==> src/rtl/ecc_log_pkg.sv <==
// Shared codes for the correctable error logger.
// Assumes a 3-bit transaction class and a 2-bit register index.
package ecc_log_pkg;

    typedef enum logic [2:0] {
        KIND_RD_REQ   = 3'd0,
        KIND_WR_REQ   = 3'd1,
        KIND_RD_CPL   = 3'd2,
        KIND_CFG_WR   = 3'd3,
        KIND_CFG_CMSG = 3'd4,
        KIND_SPL_CMSG = 3'd5
    } txn_kind_e;

    typedef enum logic [1:0] {
        REG_CTRL = 2'd0,
        REG_ADR1 = 2'd1,
        REG_ADR2 = 2'd2,
        REG_ATTR = 2'd3
    } reg_sel_e;

    localparam int CTRL_STS_BIT  = 0;
    localparam int CTRL_VLD_BIT  = 1;
    localparam int CTRL_KIND_LSB = 4;
    localparam int CTRL_ROLE_BIT = 7;

    // True for target-side receive classes that must be reported.
    function automatic logic kind_reportable(input logic [2:0] k);
        return (k == KIND_WR_REQ) || (k == KIND_RD_CPL) ||
               (k == KIND_CFG_WR) || (k == KIND_SPL_CMSG);
    endfunction

endpackage

==> src/rtl/ecc_err_classify.sv <==
// Decides whether a correctable error strobe must be logged.
// Purely combinational; assumes inputs are stable around the clock edge.
module ecc_err_classify
    import ecc_log_pkg::*;
(
    input  logic       err_strobe,
    input  logic [2:0] txn_kind,
    input  logic       is_target,
    input  logic       mode_enh,
    input  logic       corr_en,
    output logic       log_evt
);

    // Gate on operating mode, role and reportable class.
    always_comb begin
        log_evt = err_strobe && mode_enh && corr_en && is_target &&
                  kind_reportable(txn_kind);
    end

endmodule

==> src/rtl/ecc_err_log_regs.sv <==
// Holds the record of the most recent logged error and its valid flag.
// Assumes one log event per cycle at most; a new event overwrites the record.
module ecc_err_log_regs #(
    parameter int ADDR_W = 32,
    parameter int ATTR_W = 16
) (
    input  logic              clk,
    input  logic              rst_n,
    input  logic              log_evt,
    input  logic              clr_valid,
    input  logic [2:0]        kind_in,
    input  logic              role_in,
    input  logic [ADDR_W-1:0] lo_in,
    input  logic [ADDR_W-1:0] hi_in,
    input  logic [ATTR_W-1:0] attr_in,
    output logic              valid,
    output logic [2:0]        kind_q,
    output logic              role_q,
    output logic [ADDR_W-1:0] lo_q,
    output logic [ADDR_W-1:0] hi_q,
    output logic [ATTR_W-1:0] attr_q
);

    // Capture transaction details on each logged error.
    always_ff @(posedge clk) begin
        if (!rst_n) begin
            kind_q <= '0;
            role_q <= 1'b0;
            lo_q   <= '0;
            hi_q   <= '0;
            attr_q <= '0;
        end else if (log_evt) begin
            kind_q <= kind_in;
            role_q <= role_in;
            lo_q   <= lo_in;
            hi_q   <= hi_in;
            attr_q <= attr_in;
        end
    end

    // Valid flag: set by a log event, which wins over a clear.
    always_ff @(posedge clk) begin
        if (!rst_n)         valid <= 1'b0;
        else if (log_evt)   valid <= 1'b1;
        else if (clr_valid) valid <= 1'b0;
    end

endmodule

==> src/rtl/ecc_err_status.sv <==
// Sticky detected-error status bit with mask gating and write-1-to-clear.
// Assumes set wins over a clear arriving in the same cycle.
module ecc_err_status (
    input  logic clk,
    input  logic rst_n,
    input  logic log_evt,
    input  logic mask,
    input  logic clr,
    output logic sts
);

    logic set_req;

    // Setting is allowed only while the mask is clear.
    always_comb set_req = log_evt && !mask;

    // Sticky status register.
    always_ff @(posedge clk) begin
        if (!rst_n)       sts <= 1'b0;
        else if (set_req) sts <= 1'b1;
        else if (clr)     sts <= 1'b0;
    end

endmodule

==> src/rtl/ecc_err_logger.sv <==
// Top of the correctable ECC error logger: classification, log record,
// sticky status and a register read / write-1-to-clear port.
// Assumes DATA_W covers ADDR_W, ATTR_W and the 8 control bits.
module ecc_err_logger
    import ecc_log_pkg::*;
#(
    parameter int ADDR_W = 32,
    parameter int ATTR_W = 16,
    parameter int DATA_W = 32
) (
    input  logic              clk,
    input  logic              rst_n,
    input  logic              err_strobe,
    input  logic [2:0]        txn_kind,
    input  logic              is_target,
    input  logic [ADDR_W-1:0] addr_lo,
    input  logic [ADDR_W-1:0] addr_hi,
    input  logic [ATTR_W-1:0] attr,
    input  logic              mode_enh,
    input  logic              corr_en,
    input  logic              irq_mask,
    input  logic              reg_wr,
    input  logic [1:0]        reg_addr,
    input  logic [DATA_W-1:0] reg_wdata,
    output logic [DATA_W-1:0] reg_rdata,
    output logic              err_status,
    output logic              irq
);

    localparam int CTRL_USED = CTRL_ROLE_BIT + 1;

    logic              log_evt;
    logic              ctrl_wr;
    logic              clr_sts;
    logic              clr_vld;
    logic              valid;
    logic [2:0]        kind_q;
    logic              role_q;
    logic [ADDR_W-1:0] lo_q;
    logic [ADDR_W-1:0] hi_q;
    logic [ATTR_W-1:0] attr_q;
    logic              sts;
    logic [DATA_W-1:0] ctrl_word;

    ecc_err_classify u_classify (
        .err_strobe (err_strobe),
        .txn_kind   (txn_kind),
        .is_target  (is_target),
        .mode_enh   (mode_enh),
        .corr_en    (corr_en),
        .log_evt    (log_evt)
    );

    // Decode write-1-to-clear requests on the control register.
    always_comb begin
        ctrl_wr = reg_wr && (reg_addr == REG_CTRL);
        clr_sts = ctrl_wr && reg_wdata[CTRL_STS_BIT];
        clr_vld = ctrl_wr && reg_wdata[CTRL_VLD_BIT];
    end

    ecc_err_log_regs #(
        .ADDR_W (ADDR_W),
        .ATTR_W (ATTR_W)
    ) u_log (
        .clk       (clk),
        .rst_n     (rst_n),
        .log_evt   (log_evt),
        .clr_valid (clr_vld),
        .kind_in   (txn_kind),
        .role_in   (is_target),
        .lo_in     (addr_lo),
        .hi_in     (addr_hi),
        .attr_in   (attr),
        .valid     (valid),
        .kind_q    (kind_q),
        .role_q    (role_q),
        .lo_q      (lo_q),
        .hi_q      (hi_q),
        .attr_q    (attr_q)
    );

    ecc_err_status u_status (
        .clk     (clk),
        .rst_n   (rst_n),
        .log_evt (log_evt),
        .mask    (irq_mask),
        .clr     (clr_sts),
        .sts     (sts)
    );

    // Assemble the control/status word.
    always_comb begin
        ctrl_word = '0;
        ctrl_word[CTRL_STS_BIT] = sts;
        ctrl_word[CTRL_VLD_BIT] = valid;
        ctrl_word[CTRL_KIND_LSB +: 3] = kind_q;
        ctrl_word[CTRL_ROLE_BIT] = role_q;
    end

    // Select the register shown on the read port.
    always_comb begin
        reg_rdata = '0;
        case (reg_addr)
            REG_CTRL: reg_rdata = ctrl_word;
            REG_ADR1: reg_rdata[ADDR_W-1:0] = lo_q;
            REG_ADR2: reg_rdata[ADDR_W-1:0] = hi_q;
            default:  reg_rdata[ATTR_W-1:0] = attr_q;
        endcase
    end

    // Status and interrupt follow the sticky bit.
    always_comb begin
        err_status = sts;
        irq        = sts;
    end

    if (DATA_W < ADDR_W || DATA_W < ATTR_W || DATA_W < CTRL_USED) begin : g_bad_width
        initial $error("DATA_W too small for logged fields");
    end

endmodule

==> config.mk <==
export PLATFORM = sky130hd
export DESIGN_NAME = ecc_err_logger
export DESIGN_NICKNAME = d
export VERILOG_FILES = /design/src/rtl/ecc_log_pkg.sv /design/src/rtl/ecc_err_classify.sv /design/src/rtl/ecc_err_log_regs.sv /design/src/rtl/ecc_err_status.sv /design/src/rtl/ecc_err_logger.sv
export SDC_FILE = /design/constraint.sdc
export NUM_CORES = 1
export LEC_CHECK = 0
export ABC_AREA = 1
export BUFFER_PORTS_ARGS = -buffer_cell sky130_fd_sc_hd__buf_2
export CORE_MARGIN = 5
export CORE_UTILIZATION = 46
export CTS_BUF_LIST = sky130_fd_sc_hd__clkbuf_4 sky130_fd_sc_hd__clkbuf_8
export DETAILED_ROUTE_END_ITERATION = 7
export PLACE_DENSITY = 0.79
export SYNTH_ARGS = -nofsm -noshare
export SYNTH_HDL_FRONTEND = slang
export SYNTH_SLANG_ARGS = --single-unit
==> constraint.sdc <==
create_clock -name clk -period 1.05 [get_ports clk]
set_clock_uncertainty 0.05 [all_clocks]
set_input_delay 0.1575 -clock clk [delete_from_list [all_inputs] [get_ports clk]]
set_output_delay 0.1575 -clock clk [all_outputs]
set_load 0.05 [all_outputs]
==> results of run 1 <==
## area by class of cell
type,count,area [um2]
clock inverter,3,67.56
fill,531,1682
timing repair buffer,225,2081
multi-input combinational,459,2490
tap,108,135.1
inverter,91,375.4
clock buffer,12,158.9
sequential,86,1774
## logic make-up after synthesis
family	synth area share
compound gates	0.07014
fa+ha+maj	0.01199
flops	0.4125
simple gates	0.3666
buf+inv	0.1388
## power groups by stage
stage / clock (uW) / combinational [uW] / sequential (uW)
finish: 2610 / 1490 / 3390
global route: 2820 / 1590 / 3400
CTS: 2670 / 1390 / 3380
detailed placement: 0 / 1070 / 3450
global placement: 0 / 1050 / 3440
floorplan: 0 / 672 / 3440
## flip-flops by register name, indices dropped and copies added, names as in the netlist
signal / cells
u_status.sts: 1
u_log.role_q: 1
u_log.kind_q: 3
u_log.attr_q: 16
u_log.hi_q: 32
u_log.lo_q: 32
u_log.valid: 1
## Yosys cell counts (all sizes together)
cell type    n  share of area
ha           4          0.012
buf         22          0.042
clkbuf      17          0.015
nor2       172           0.16
nand3        4         0.0048
a21oi       36          0.043
dfxtp       86           0.41
a22oi       10          0.018
nand2      227           0.21
a31oi        6         0.0090
inv         91          0.082
## per-stage QoR
step	setup TNS, ns	hold WS [ns]	cells
detailed placement	-25.02	0.3369	898
finish	-9.869	0.007409	984
global route	-10.92	0.004127	984
global placement	-22.77	0.3272	898
floorplan	-6.948	0.2424	675
CTS	-9.263	0.00005110	979
## path summary, 6_finish.rpt
kind,from,end,depth (start not counted)
max,reg_addr[1],reg_rdata[19],8
min,addr_lo[10],u_log.lo_q[10],3
max reg2reg,u_log.valid,u_log.valid,3
min reg2reg,u_log.hi_q[18],u_log.hi_q[18],4
## worst min-delay path, cell delays in order
cell and delay [ns]:
buf_2 0.08, nor2_1 0.03, nor2_1 0.10
## per-layer routing
metal	vias up	wire, um	global-route usage
met2	179	7553	0.4678
met5	-	12	0
met1	2132	5487	0.2709
li1	2378	-	-
met3	44	834	0.04584
met4	2	504	0.1005
## what timing repair did
action | 4_1_cts | 5_1_grt
setup buffers | 5 | 5
pin swaps | 22 | 14
hold buffers | 60 | 0
setup endpoints to repair | 34 | 34
resized for setup | 158 | 35
hold endpoints to repair | 60 | 0
gates cloned | 1 | 3
==> impl_metrics.ini, run 1 <==
[global_route]
grt_max_degree = 39
grt_pass1_vias = 4892
grt_first_pass_wirelength_um = 22740
antenna_found_initial = 1
overflow = 0
grt_use_total = 0.2486

[worst_hold_path]
hold_class = input port to register

[finish]
fin_nets = 1001
syn_to_final_growth_pct = 69.66
mostFrequentLayoutCell = nand2_1
postLayoutCoreUtil = 0.8081
antenna_cells = 0
final_cell_mix = nand2_1, nor2_1, buf_2
design_area_um2 = 7082
layout-drive-gt1-share = 0.3710

[timing]
final.setup.worst_slack_ns = -0.3310
hold_viol = 0
setup_viol = 34
finalCritPeriodShare = 1.315
worstMarginPinSlew_ns = 0.2656
finalMaxSlewViolations = 0
rsz0062_at_grt = yes
fin_crit_ns = 1.381
fmax_mhz = 724.1
slew_headroom = 0.8223

[cts]
cts_tree = built
clock_sinks = 86
h-tree-depth = 3
cts-root-buf = clkbuf_8
cts_buffer_depth = 2
clkTransAtPathRegs_ns = 0.08
clkLatencyLatePin_ns = 0.33
numCtsBuffers = 9

[critical_path]
crit_arrival_ns = 1.17
startpoint_type = input port
cpPeakStageDelay_ns = 0.19
crit_path_cell_trace = buf_12 > inv_12 > ha_4 > buf_12 > buf_12 > nand2_4 > a21oi_4 > buf_6
endpoint_kind = output pin
cp_common_cell = buf_12
rrSetupSlack_ns = 0.18
path_buf_inv = 5
critPathKind = input port to output pin
path_max_fanout = 6
crit_slowest_cell = ha_4
required_ns = 0.84
crit_family = buffers and inverters

[yosys]
seq_area_frac_synth = 0.4125
syn_nets = 804
netlist_area_um2 = 4174
ys_warn_count = 0
synth_seq_cells = 86
avgSynthCellArea_um2 = 6.184
synth_cells = 675
synth.distinct_cells = 16

[die]
fp.dieH_um = 105.3
core_area_um2 = 8763
num_rows = 34
start_util = 0.4763
die_w_um = 105.3
ioPinCount = 159
dieArea_um2 = 11080

[status]
violations = negative setup slack
status = finished, violations left

[power]
p_per_area_nw_per_um2 = 1057
p_int_uw = 5536
power.share.sequential = 0.453
p_sw_uw = 1949
p_comb_frac = 0.199
total_power_uw = 7485
switching_share = 0.2604
p_leak_uw = 0.003612
peakVddDrop_v = 0.0008352
pwr-share-clk = 0.349

[route]
wire_per_inst_um = 14.63
drcViolationCount = 0
firstDrtPassIters = 5
antenna_left = 0
wl_um = 14390
first_iter_violations = 244
via_per_inst = 4.812
vias = 4735

[job]
cap_violations = 0

[place]
io_buffers = 128
hpwl_um = 8294
placed_area_um2 = 5534
dp_slack_ns = -0.5273
gp_congestion = 0.8496
No activity file was read; power rests on OpenSTA's default activity.
==> run 2, diff against run 1 <==
--- a/config.mk
+++ b/config.mk
@@ -7,11 +7,11 @@
 export LEC_CHECK = 0
 export ABC_AREA = 1
 export BUFFER_PORTS_ARGS = -buffer_cell sky130_fd_sc_hd__buf_2
-export CORE_MARGIN = 5
+export CORE_MARGIN = 2
 export CORE_UTILIZATION = 46
 export CTS_BUF_LIST = sky130_fd_sc_hd__clkbuf_4 sky130_fd_sc_hd__clkbuf_8
 export DETAILED_ROUTE_END_ITERATION = 7
-export PLACE_DENSITY = 0.79
+export PLACE_DENSITY = 0.85
 export SYNTH_ARGS = -nofsm -noshare
 export SYNTH_HDL_FRONTEND = slang
 export SYNTH_SLANG_ARGS = --single-unit
==> run 2 against run 1 <==
Compared with the run above:
- the run still ends with negative setup slack left
- critical path depth shrank 5
- wire length up 1.5%
- setup slack improved by 0.020 ns
- clock-buffer cell count fell by 3
- sequential cell count unchanged
- register-to-register slack better by 0.04 ns
- global-route usage is 4.2 points higher
- via count is 1.2% higher
- non-clock buffer count up 1
- final cell count grew 0.20%
- hold slack better by 0.0014 ns
==> impl_metrics.ini, run 2 (same netlist as run 1, synthesis figures left out) <==
[status]
status = finished, violations left
violations = negative setup slack

[route]
firstDrtPassIters = 4
antenna_left = 0
vias = 4793
first_iter_violations = 185
via_per_inst = 4.861
wl_um = 14610
wire_per_inst_um = 14.82
drcViolationCount = 0

[cts]
clock_sinks = 86
numCtsBuffers = 9
clkLatencyLatePin_ns = 0.36
clkTransAtPathRegs_ns = 0.10
h-tree-depth = 3
cts-root-buf = clkbuf_8
cts_buffer_depth = 2
cts_tree = built

[critical_path]
crit_arrival_ns = 1.15
cp-startpoint = u_log.hi_q[5]
r2r_cells = 5
r2r_end = u_log.lo_q[1]
crit_end = reg_rdata[5]
critPathKind = register to output pin
path_max_fanout = 2
endpoint_kind = output pin
required_ns = 0.84
startpoint_type = register
r2r_start = u_log.lo_q[1]
rrSetupSlack_ns = 0.22

[timing]
worstMarginPinSlew_ns = 0.2372
rsz0062_at_grt = yes
hold_viol = 0
final.setup.worst_slack_ns = -0.3111
slew_headroom = 0.8413
finalMaxSlewViolations = 0
fin_crit_ns = 1.361
fmax_mhz = 734.7
fin_setup_tns_ns = -8.971
setup_viol = 34
finalCritPeriodShare = 1.296

[finish]
syn_to_final_growth_pct = 67.03
fin_cells = 986
final_cell_mix = nand2_1, nor2_1, buf_2
multi_input_area_um2 = 2440
seq_area_um2 = 1815
top_regs = u_log.hi_q x32, u_log.lo_q x32, u_log.attr_q x16
layout-drive-gt1-share = 0.3941
mostFrequentLayoutCell = nand2_1
fill_cells = 547
antenna_cells = 0
fin_nets = 1002

[global_route]
antenna_found_initial = 0
overflow = 0
grt_first_pass_wirelength_um = 22640
grt_max_degree = 42
grt_use_total = 0.2910
grt_pass1_vias = 4798

[place]
hpwl_um = 7582
gp_congestion = 0.8447
io_buffers = 128
dp_slack_ns = -0.5056
place_inst = 897

[job]
cap_violations = 0

[worst_hold_path]
hold_class = input port to register
holdPathStages = 3
min_from = attr[5]

[die]
die_w_um = 99.26
core_area_um2 = 8763
dieArea_um2 = 9852
fp.dieH_um = 99.26
num_rows = 34
start_util = 0.4763
ioPinCount = 159

[power]
p_per_area_nw_per_um2 = 1076
peakVddDrop_v = 0.0007117
p_leak_uw = 0.003544
==> run 2: changes by cell type in the layout (fill, tap and decap cells not counted), sizes merged <==
cell	delta
buf	-8
clkbuf	-5
dlygate4sd3	+11
inv	+4
==> run 2: final cells by class <==
class	instances	share of cell area
Clock buffer	9	0.01777
Clock inverter	7	0.01472
Inverter	91	0.05384
Multi-Input combinational cell	459	0.3500
Sequential cell	86	0.2604
Tap cell	108	0.01938
Timing Repair Buffer	226	0.2839
==> run 2: timing repair <==
item                                   CTS  global route
endpoints found under the hold margin   71             0
pin swaps                               18            13
hold buffers                            71             0
gates cloned                             0             1
setup endpoints to repair               34            34
resized for setup                      172            41
setup buffers                            0             1
==> run 2: worst min path at each step <==
stage                      endpoint  slack, ns
global route         u_log.lo_q[23]       0.02
floorplan            u_log.hi_q[13]       0.24
finish              u_log.attr_q[5]      0.009
global placement      u_log.lo_q[9]       0.33
detailed placement    u_log.lo_q[8]       0.33
CTS                  u_log.lo_q[23]     0.0006
==> run 2: metrics by stage <==
step | utilization | total power [uW] | instance area (um2) | hold slack (ns)
after floorplan | - | 4107 | 4710 | 0.2424
after global placement | 0.6249 | 4471 | 5477 | 0.3295
after detailed placement | 0.6249 | 4487 | 5477 | 0.3346
after CTS | 0.7791 | 7426 | 6828 | 0.0005584
after global routing | 0.7955 | 7743 | 6972 | 0.01620
final | 0.7955 | 7503 | 6972 | 0.008836
==> run 2: metal layers <==
layer	wire, um	global-route usage	vias to the layer above	share of wire
met1	5534	0.3050	2174	0.38
li1	-	-	2379	-
met4	729	0.1528	0	0.050
met2	7615	0.5364	176	0.52
met3	733	0.06887	64	0.050
met5	0	0	-	0
==> run 2: worst max-delay path: stages, from the launching register on <==
cell and delay, ns:
dfxtp_2 0.37, a21oi_4 0.07, a31oi_4 0.17, buf_6 0.18
==> run 2: power by group <==
part,total [uW],leakage [uW],internal (uW),switching [uW]
registers,3390,0.000732,3340,49.4
logic,1440,0.00270,673,768
clock network,2670,0.000111,1370,1300
